$ cat src/rtl/fwp_pkg.sv
package fwp_pkg;
   typedef enum logic [1:0] {
      VERDICT_NONE  = 2'b00,
      VERDICT_GRANT = 2'b01,
      VERDICT_BLOCK = 2'b10
   } verdict_e;

   // Keep-mask for a range register: enable on top, limit and base page fields.
   function automatic logic [63:0] range_keep_mask(input int reg_w, input int page_w,
                                                   input int lim_lsb);
      logic [63:0] m;
      m = '0;
      m[reg_w-1] = 1'b1;
      for (int b = 0; b < page_w; b++) begin
         m[lim_lsb+b] = 1'b1;
         m[b]         = 1'b1;
      end
      return m;
   endfunction
endpackage

$ cat src/rtl/fwp_range_slot.sv
module fwp_range_slot #(
   parameter int ADDR_W     = 24,
   parameter int PAGE_SHIFT = 12,
   parameter int REG_W      = 32,
   parameter int LIM_LSB    = 16
) (
   input  logic              clk,
   input  logic              rst_n,
   input  logic              wr_en,
   input  logic [REG_W-1:0]  wr_data,
   input  logic [ADDR_W-1:0] chk_addr,
   output logic [REG_W-1:0]  reg_q,
   output logic              hit
);
   import fwp_pkg::*;
   localparam int PAGE_W = ADDR_W - PAGE_SHIFT;
   localparam logic [63:0] KEEP64 = range_keep_mask(REG_W, PAGE_W, LIM_LSB);
   localparam logic [REG_W-1:0] KEEP = KEEP64[REG_W-1:0];

   logic [ADDR_W-1:0] lo_addr;
   logic [ADDR_W-1:0] hi_addr;

   always_ff @(posedge clk or negedge rst_n) begin
      if (!rst_n)     reg_q <= '0;
      else if (wr_en) reg_q <= wr_data & KEEP;
   end

   always_comb begin
      lo_addr = {reg_q[PAGE_W-1:0], {PAGE_SHIFT{1'b0}}};
      hi_addr = {reg_q[LIM_LSB +: PAGE_W], {PAGE_SHIFT{1'b1}}};
      hit     = reg_q[REG_W-1] && (chk_addr >= lo_addr) && (chk_addr <= hi_addr);
   end
endmodule

$ cat src/rtl/fwp_floor_reg.sv
module fwp_floor_reg #(
   parameter int ADDR_W = 24,
   parameter int REG_W  = 32
) (
   input  logic              clk,
   input  logic              rst_n,
   input  logic              wr_en,
   input  logic [ADDR_W-1:0] wr_addr,
   input  logic [ADDR_W-1:0] chk_addr,
   output logic [REG_W-1:0]  reg_q,
   output logic              below
);
   localparam int TOP_W = REG_W - ADDR_W;

   logic [ADDR_W-1:0] bound_q;

   always_ff @(posedge clk or negedge rst_n) begin
      if (!rst_n)     bound_q <= '0;
      else if (wr_en) bound_q <= wr_addr;
   end

   assign reg_q = {{TOP_W{1'b1}}, bound_q};
   assign below = chk_addr < bound_q;
endmodule

$ cat src/rtl/fwp_verdict.sv
module fwp_verdict (
   input  logic clk,
   input  logic rst_n,
   input  logic req_valid,
   input  logic req_has_addr,
   input  logic req_write,
   input  logic below_floor,
   input  logic range_hit,
   output logic grant,
   output logic blocked
);
   import fwp_pkg::*;

   verdict_e verdict_q;
   verdict_e verdict_d;
   logic     reject;

   always_comb begin
      reject = req_has_addr && (below_floor || (req_write && range_hit));
      if (!req_valid)  verdict_d = VERDICT_NONE;
      else if (reject) verdict_d = VERDICT_BLOCK;
      else             verdict_d = VERDICT_GRANT;
   end

   always_ff @(posedge clk or negedge rst_n) begin
      if (!rst_n) verdict_q <= VERDICT_NONE;
      else        verdict_q <= verdict_d;
   end

   assign grant   = (verdict_q == VERDICT_GRANT);
   assign blocked = (verdict_q == VERDICT_BLOCK);
endmodule

$ cat src/rtl/fwp_guard.sv
module fwp_guard #(
   parameter int ADDR_W     = 24,
   parameter int NUM_RANGES = 3,
   parameter int PAGE_SHIFT = 12,
   parameter int REG_W      = 32,
   parameter int LIM_LSB    = 16,
   localparam int SEL_W     = $clog2(NUM_RANGES + 1)
) (
   input  logic                        clk,
   input  logic                        rst_n,
   input  logic                        reg_wr_en,
   input  logic [SEL_W-1:0]            reg_wr_sel,
   input  logic [REG_W-1:0]            reg_wr_data,
   input  logic                        lock_set,
   input  logic                        req_valid,
   input  logic [ADDR_W-1:0]           req_addr,
   input  logic                        req_has_addr,
   input  logic                        req_write,
   output logic                        grant,
   output logic                        blocked,
   output logic                        locked,
   output logic [REG_W-1:0]            floor_rd,
   output logic [NUM_RANGES*REG_W-1:0] range_rd
);
   localparam int PAGE_W = ADDR_W - PAGE_SHIFT;

   generate
      if (NUM_RANGES < 1)
         $error("fwp_guard: NUM_RANGES must be at least 1");
      if (REG_W <= ADDR_W || REG_W > 64)
         $error("fwp_guard: REG_W must exceed ADDR_W and not exceed 64");
      if (PAGE_W < 1 || LIM_LSB < PAGE_W || LIM_LSB + PAGE_W > REG_W - 1)
         $error("fwp_guard: page fields do not fit the range register");
   endgenerate

   logic                  lock_q;
   logic                  wr_ok;
   logic [NUM_RANGES-1:0] slot_hit;
   logic                  below_floor;

   always_ff @(posedge clk or negedge rst_n) begin
      if (!rst_n)        lock_q <= 1'b0;
      else if (lock_set) lock_q <= 1'b1;
   end

   // A write colliding with lock_set is dropped, as is any write once locked.
   assign wr_ok  = reg_wr_en && !lock_q && !lock_set;
   assign locked = lock_q;

   genvar gi;
   generate
      for (gi = 0; gi < NUM_RANGES; gi++) begin : g_slot
         fwp_range_slot #(
            .ADDR_W    (ADDR_W),
            .PAGE_SHIFT(PAGE_SHIFT),
            .REG_W     (REG_W),
            .LIM_LSB   (LIM_LSB)
         ) u_slot (
            .clk     (clk),
            .rst_n   (rst_n),
            .wr_en   (wr_ok && (reg_wr_sel == SEL_W'(gi))),
            .wr_data (reg_wr_data),
            .chk_addr(req_addr),
            .reg_q   (range_rd[gi*REG_W +: REG_W]),
            .hit     (slot_hit[gi])
         );
      end
   endgenerate

   fwp_floor_reg #(
      .ADDR_W(ADDR_W),
      .REG_W (REG_W)
   ) u_floor (
      .clk     (clk),
      .rst_n   (rst_n),
      .wr_en   (wr_ok && (reg_wr_sel == SEL_W'(NUM_RANGES))),
      .wr_addr (reg_wr_data[ADDR_W-1:0]),
      .chk_addr(req_addr),
      .reg_q   (floor_rd),
      .below   (below_floor)
   );

   fwp_verdict u_verdict (
      .clk         (clk),
      .rst_n       (rst_n),
      .req_valid   (req_valid),
      .req_has_addr(req_has_addr),
      .req_write   (req_write),
      .below_floor (below_floor),
      .range_hit   (|slot_hit),
      .grant       (grant),
      .blocked     (blocked)
   );
endmodule

$ cat config.mk
export PLATFORM = sky130hd
export DESIGN_NAME = fwp_guard
export DESIGN_NICKNAME = d
export VERILOG_FILES = /design/src/rtl/fwp_pkg.sv /design/src/rtl/fwp_range_slot.sv /design/src/rtl/fwp_floor_reg.sv /design/src/rtl/fwp_verdict.sv /design/src/rtl/fwp_guard.sv
export SDC_FILE = /design/constraint.sdc
export NUM_CORES = 1
export LEC_CHECK = 0
export ABC_AREA = 1
export BUFFER_PORTS_ARGS = -buffer_cell sky130_fd_sc_hd__buf_2
export CAP_MARGIN = 20
export CELL_PAD_IN_SITES_DETAIL_PLACEMENT = 1
export CELL_PAD_IN_SITES_GLOBAL_PLACEMENT = 1
export CORE_ASPECT_RATIO = 2
export CORE_MARGIN = 2
export CORE_UTILIZATION = 41
export CTS_CLUSTER_SIZE = 14
export DETAILED_ROUTE_END_ITERATION = 8
export GPL_TIMING_DRIVEN = 0
export PLACE_DENSITY_LB_ADDON = 0.1
export SETUP_SLACK_MARGIN = 0.3
export SLEW_MARGIN = 20
export SYNTH_ARGS = -nofsm -noshare
export SYNTH_HDL_FRONTEND = slang
export SYNTH_SLANG_ARGS = --single-unit
$ cat constraint.sdc
create_clock -name clk -period 3.77 [get_ports clk]
set_input_delay 0.377 -clock clk [delete_from_list [all_inputs] [get_ports clk]]
set_output_delay 0.377 -clock clk [all_outputs]
set_load 0.03 [all_outputs]
==> flow_metrics.tcl, run 1 <==
set metrics [dict create \
    outcome "completed" \
    grt_pass1_vias 6599 \
    hpwlAfterDp_um 18200 \
    drive_above_1_share 0.207 \
    cts_sinks 102 \
    drc_errors 0 \
    reg2reg_slack_ns 1.84 \
    die_h_um 184 \
    final_cell_mix "nand2_1 (220), inv_1 (170), buf_2 (165)" \
    hold_path.class "in -> reg" \
    start_util 0.419 \
    synth-xor-area-share 0 \
    total_power_mw 2.71 \
    clkTransAtPathRegs_ns 0.07 \
    fin_worst_skew_ns 0.00822 \
    core_um2 15900 \
    grt_overflow 0 \
    synth_compound_area_frac 0.115 \
    ys_top_cells_by_area "dfrtp_1 (38%), ha_1 (18%), nand2_1 (12%)" \
    grt_first_pass_wirelength_um 34500 \
    power_density_nw_per_um2 331 \
    yosysTopAreaCellShare 0.384 \
    rr_worst_depth 12 \
    ioPinCount 196 \
    ys_seq_elements 102 \
    vias 6272 \
    worstSetupPathType "reg -> reg" \
    required_ns 4.06 \
    fin_crit_sh 0.513 \
    worst_slew_pin_slew_ns 0.747 \
    track_usage 0.267 \
    yosysSeqAreaShare 0.384 \
    hp-start "req_has_addr" \
    synthCells 862 \
    vias_per_cell 4.93 \
    synth.distinct_cells 25 \
    max_stage_delay_ns 0.42 \
    antenna_cells 0 \
    path_max_fanout 3 \
    clockBufferDepth 2 \
    reg2reg_from "g_slot[1].u_slot.reg_q[9]" \
    syn_to_final_growth_pct 22.8 \
    rows 65 \
    synth_top_family_by_area "adder cells" \
    rsz0062_at_grt "false" \
    cts_buffers 9 \
    vdd_drop_max_v 0.000222 \
    synth_fa_ha_area_frac 0.179 \
    fin_crit_ns 1.93 \
    fin_nets 1225 \
    hold_end "u_verdict.verdict_q[0]" \
    multi_input_area_um2 3250 \
    min_path_cells 2 \
    crit_path_start_kind "register" \
    cts_resized 0 \
    yosys_warnings 0 \
    synth-simple-area-share 0.179 \
    wl_per_cell_um 17.5 \
    antenna_found_initial 0 \
    place.gp.congestion 0.863 \
    dieArea_um2 17300 \
    fillCellCount 2105 \
    syn_area_um2 6650 \
    ant_nets 0 \
    worst_setup_path_end_kind "register" \
    max-slew-margin-rel 0.502 \
    regArea_um2 2550 \
    firstDrtPassIters 4 \
    cts-hold-fix-buffers 1 \
    slew_viol_final 0 \
    grt_max_degree 59 \
    clkLatencyLatePin_ns 0.36 \
    port_buffers 163 \
    tritoncts "yes" \
    finalSetupTns_ns 0 \
    yosysTopAreaCell "dfrtp_1" \
    setup-violations-final 0 \
    cp_data_arrival_time_ns 2.23 \
    drt-initial-drc-count 107 \
    avgSynthCellArea_um2 7.72 \
    post-cts-setup-buffers 0 \
    routed_wl_um 22200 \
    die_w_um 94.1 \
    mostFrequentLayoutCell "nand2_1" \
    hold_slack_ns 0.199 \
    cpMaxStageDelayCell "o21ai_0" \
    crit_chain "inv_1, ha_1, a21oi_1, o21ai_0, nor2_1, nand3_1, nand3_1, nand3_1, nand2_1, nand2_1, nand2_1, nor2_1" \
    clockRootBuffer "clkbuf_16" \
    htreeDepth 3 \
    muxShareOfSynthArea 0 \
    drv_cap 0 \
    max_freq_mhz 517 \
    rr_endpoint "u_verdict.verdict_q[1]" \
    p_leak_nw 4.52 \
    hold_viol 0 \
]
[flip-flops by register name, summed over array words and instances, names as in the netlist]
signal and flops:
g_slot.u_slot.reg_q 75, locked 1, u_floor.bound_q 24, u_verdict.verdict_q 2
[worst max path at each step]
stage | from | end
after global routing | g_slot[1].u_slot.reg_q[11] | u_verdict.verdict_q[1]
after floorplan | g_slot[1].u_slot.reg_q[27] | u_verdict.verdict_q[1]
final | g_slot[1].u_slot.reg_q[9] | u_verdict.verdict_q[1]
after global placement | rst_n | u_floor.bound_q[11]
after CTS | g_slot[1].u_slot.reg_q[27] | u_verdict.verdict_q[0]
after detailed placement | req_addr[23] | u_verdict.verdict_q[0]
[where the power goes]
group	leakage (nW)	internal, mW	switching [mW]
logic	2.99	0.192	0.374
clock network	0.152	0.549	0.422
registers	1.38	1.13	0.0355
[cell families after synthesis]
kind of cell    count (synthesis)
other cells                     2
simple gates                  296
fa+ha+maj                      95
flops                         102
buf+inv                       219
compound gates                148
[synth_stat cells, drive strengths merged]
cell type / count
o21ai: 104
o211ai: 1
nand2: 220
ha: 95
nor3: 1
a21oi: 41
and2: 1
inv: 170
nand4: 10
clkbuf: 15
a21o: 1
nor2: 43
conb: 2
or2: 1
buf: 34
dfrtp: 102
o21ba: 1
nand3b: 2
nand3: 18
[area by class of cell]
class | instances | area share
buffer | 49 | 0.0382
clock buffer | 12 | 0.0314
clock inverter | 4 | 0.00552
inverter | 170 | 0.0781
multi-input combinational | 568 | 0.398
sequential | 102 | 0.313
tap | 201 | 0.0308
timing repair buffer | 165 | 0.105
[critical path: cells and delay by family (launching register included)]
kind	cells	cell delay, ns
adder cells (fa/ha/maj)	1	0.29
AND/OR/NAND/NOR	8	0.67
AO/OA/AOI/OAI	2	0.48
flip-flops	1	0.38
buffers and inverters	1	0.06
[per-layer routing]
layer / global-route usage / share of wire / vias to the layer above
met5: 0 / 0 / -
met4: 0.108 / 0.033 / 0
met3: 0.0335 / 0.034 / 36
met2: 0.533 / 0.58 / 138
met1: 0.267 / 0.35 / 3047
li1: - / - / 3051
[per-stage QoR]
step,std cells,util,instance area (um2),setup WS [ns]
2_1_floorplan,889,-,6750,2.02
3_3_place_gp,1253,0.493,7820,1.11
3_5_place_dp,1254,0.495,7850,1.66
4_1_cts,1271,0.515,8170,1.81
5_1_grt,1271,0.515,8170,1.69
6_report,1271,0.515,8170,1.84
(Power assumes the default switching activity.)
==> inputs of run 2 (changes only) <==
Settings changed: CORE_UTILIZATION 41 to 38.
Clock period 3.77 ns to 1.9 ns, I/O delays scaled along.
==> run 2 against run 1 <==
Core utilization increased by 3.1 points. Maximum frequency rose by 8.4%. Global-route usage is 0.96 points lower. Die area grew 7.6%. Critical path depth is 2 lower. Combinational power is 150% higher. First-iteration DRC count is 81% higher. Non-clock buffer count increased by 52. Sequential power is 98% higher. Flip-flop and latch count unchanged. Clock skew is essentially flat. Sequential share of layout area down 3.1 points. Critical endpoint is now u_verdict.verdict_q[0].
==> flow_metrics.tcl, run 2 (synthesized netlist as in run 1, its figures left out) <==
set metrics [dict create \
    cts_buffers 9 \
    antenna_found_initial 0 \
    die_h_um 191 \
    hp-start "req_has_addr" \
    die_w_um 97.6 \
    grtUsageMet1 0.253 \
    finalSetupTns_ns 0 \
    reg2reg_slack_ns 0.11 \
    use_met3 0.0424 \
    crit_path_start_kind "register" \
    vias 6587 \
    rr_endpoint "u_verdict.verdict_q[0]" \
    vias_per_cell 4.94 \
    rows 68 \
    clkTransAtPathRegs_ns 0.07 \
    min_path_cells 2 \
    switching_share 0.327 \
    htreeDepth 3 \
    path_max_fanout 2 \
    fin_crit_ns 1.79 \
    hold_end "u_verdict.verdict_q[0]" \
    p_seq_frac 0.422 \
    clockRootBuffer "clkbuf_16" \
    regArea_um2 2640 \
    rr_worst_depth 10 \
    place.gp.congestion 0.865 \
    busiest_layer "met2" \
    grt_first_pass_wirelength_um 36500 \
    drv_cap 0 \
    drive_above_1_share 0.434 \
    clkLatencyLatePin_ns 0.36 \
    fin_crit_sh 0.940 \
    hold_viol 0 \
    worst_setup_path_end_kind "register" \
    total_power_mw 5.51 \
    drc_errors 0 \
    grt_use_met2 0.512 \
    internal_power_mw 3.71 \
    outcome "completed" \
    rsz0062_at_grt "true" \
    hold_path.class "in -> reg" \
    ant_nets 0 \
    worstSetupPathType "reg -> reg" \
    largest_reg_flops 75 \
    power_density_nw_per_um2 588 \
    cts_sinks 102 \
    netSwitchingPower_mw 1.80 \
    start_util 0.387 \
    routed_wl_um 24400 \
    drt-initial-drc-count 194 \
    p_leak_nw 4.80 \
    hpwlAfterDp_um 18400 \
    startpoint "u_floor.bound_q[21]" \
    multi_input_area_um2 3950 \
    track_usage 0.258 \
    ioPinCount 196 \
    wl_per_cell_um 18.3 \
    tritoncts "yes" \
    core_um2 17200 \
    dp.cells 1263 \
    port_buffers 163 \
    comb_power_share 0.253 \
    fin_nets 1277 \
    clkPwrFrac 0.325 \
    fin_worst_skew_ns 0.00865 \
    grt_max_degree 61 \
    max_freq_mhz 560 \
    required_ns 2.19 \
    fillCellCount 2157 \
    regMostFlops "g_slot.u_slot.reg_q" \
    firstDrtPassIters 4 \
    clockBufferDepth 2 \
    slew_viol_final 0 \
    hold_slack_ns 0.0321 \
    grt_pass1_vias 6850 \
    finalNonFillerCells 1333 \
    syn_to_final_growth_pct 41.0 \
    vdd_drop_max_v 0.000379 \
    reg_top3 "g_slot.u_slot.reg_q: 75 flops, u_floor.bound_q: 24 flops, u_verdict.verdict_q: 2 flops" \
    setup-violations-final 0 \
    final_cell_mix "nand2_1 (196), buf_2 (170), inv_1 (132)" \
    dieArea_um2 18600 \
    mostFrequentLayoutCell "nand2_1" \
    cp_data_arrival_time_ns 2.07 \
    reg2reg_from "u_floor.bound_q[21]" \
    grt_overflow 0 \
]
==> run 2: cell count changes in the layout (fill, tap and decap cells not counted), moves of 37 or more <==
cell | previous run | this run
dfrtp_2 | 0 | 69
buf_4 | 29 | 85
inv_1 | 170 | 132
dfrtp_1 | 102 | 33
ha_4 | 0 | 37
ha_1 | 95 | 58
inv_2 | 0 | 38
==> run 2: worst max path at each step <==
stage                                      to  slack [ns]  cells past startpoint
global placement    g_slot[0].u_slot.reg_q[5]       -0.81                      1
finish                 u_verdict.verdict_q[0]        0.11                     10
CTS                    u_verdict.verdict_q[1]        0.14                     11
floorplan              u_verdict.verdict_q[1]        0.27                     14
global route           u_verdict.verdict_q[1]      -0.003                     12
detailed placement     u_verdict.verdict_q[1]       -0.13                     14
==> run 2: power groups by stage <==
stage	Sequential, mW	Clock (mW)	Combinational [mW]
detailed placement	2.38	0	1.15
global route	2.33	1.90	1.55
floorplan	2.51	0	0.575
global placement	2.37	0	1.11
CTS	2.32	1.82	1.29
finish	2.32	1.79	1.40
==> run 2: area by class of cell <==
| type | count | share of cell area |
|---|---|---|
| multi-input combinational | 568 | 0.421 |
| buffer | 49 | 0.0378 |
| clock inverter | 4 | 0.00347 |
| timing repair buffer | 217 | 0.133 |
| clock buffer | 12 | 0.0263 |
| antenna | 1 | 0.000267 |
| sequential | 102 | 0.281 |
| inverter | 170 | 0.0680 |
| tap | 210 | 0.0280 |
==> run 2: stage by stage <==
| step | cell area, um2 | util | worst slack [ns] |
|---|---|---|---|
| 2_1_floorplan | 6920 | - | 0.267 |
| 3_3_place_gp | 8000 | 0.465 | -0.814 |
| 3_5_place_dp | 8030 | 0.467 | -0.133 |
| 4_1_cts | 8910 | 0.518 | 0.140 |
| 5_1_grt | 9380 | 0.546 | -0.00283 |
| 6_report | 9380 | 0.546 | 0.115 |
==> run 2: critical path: stages (launching register included) <==
cell and delay [ns]:
dfrtp_2 0.37, inv_2 0.06, ha_4 0.27, nand2_2 0.06, nor2_4 0.10, nand4_1 0.19
o21ba_4 0.28, nor2_1 0.04, nand2_1 0.12, nand2_4 0.08, a21oi_2 0.14
==> run 2: repair_timing <==
action / 4_1_cts / 5_1_grt
cloned: 0 / 0
hold buffers: 1 / 0
endpoints found under the setup margin: 60 / 91
endpoints found under the hold margin: 42 / 0
resized for setup: 82 / 94
pin swaps: 41 / 36
setup buffers: 33 / 19
==> run 2: layer usage <==
metal,vias to the layer above,routed length [um]
li1,3160,-
met1,3218,8410
met2,158,14000
met3,51,917
met4,0,1030
met5,-,0
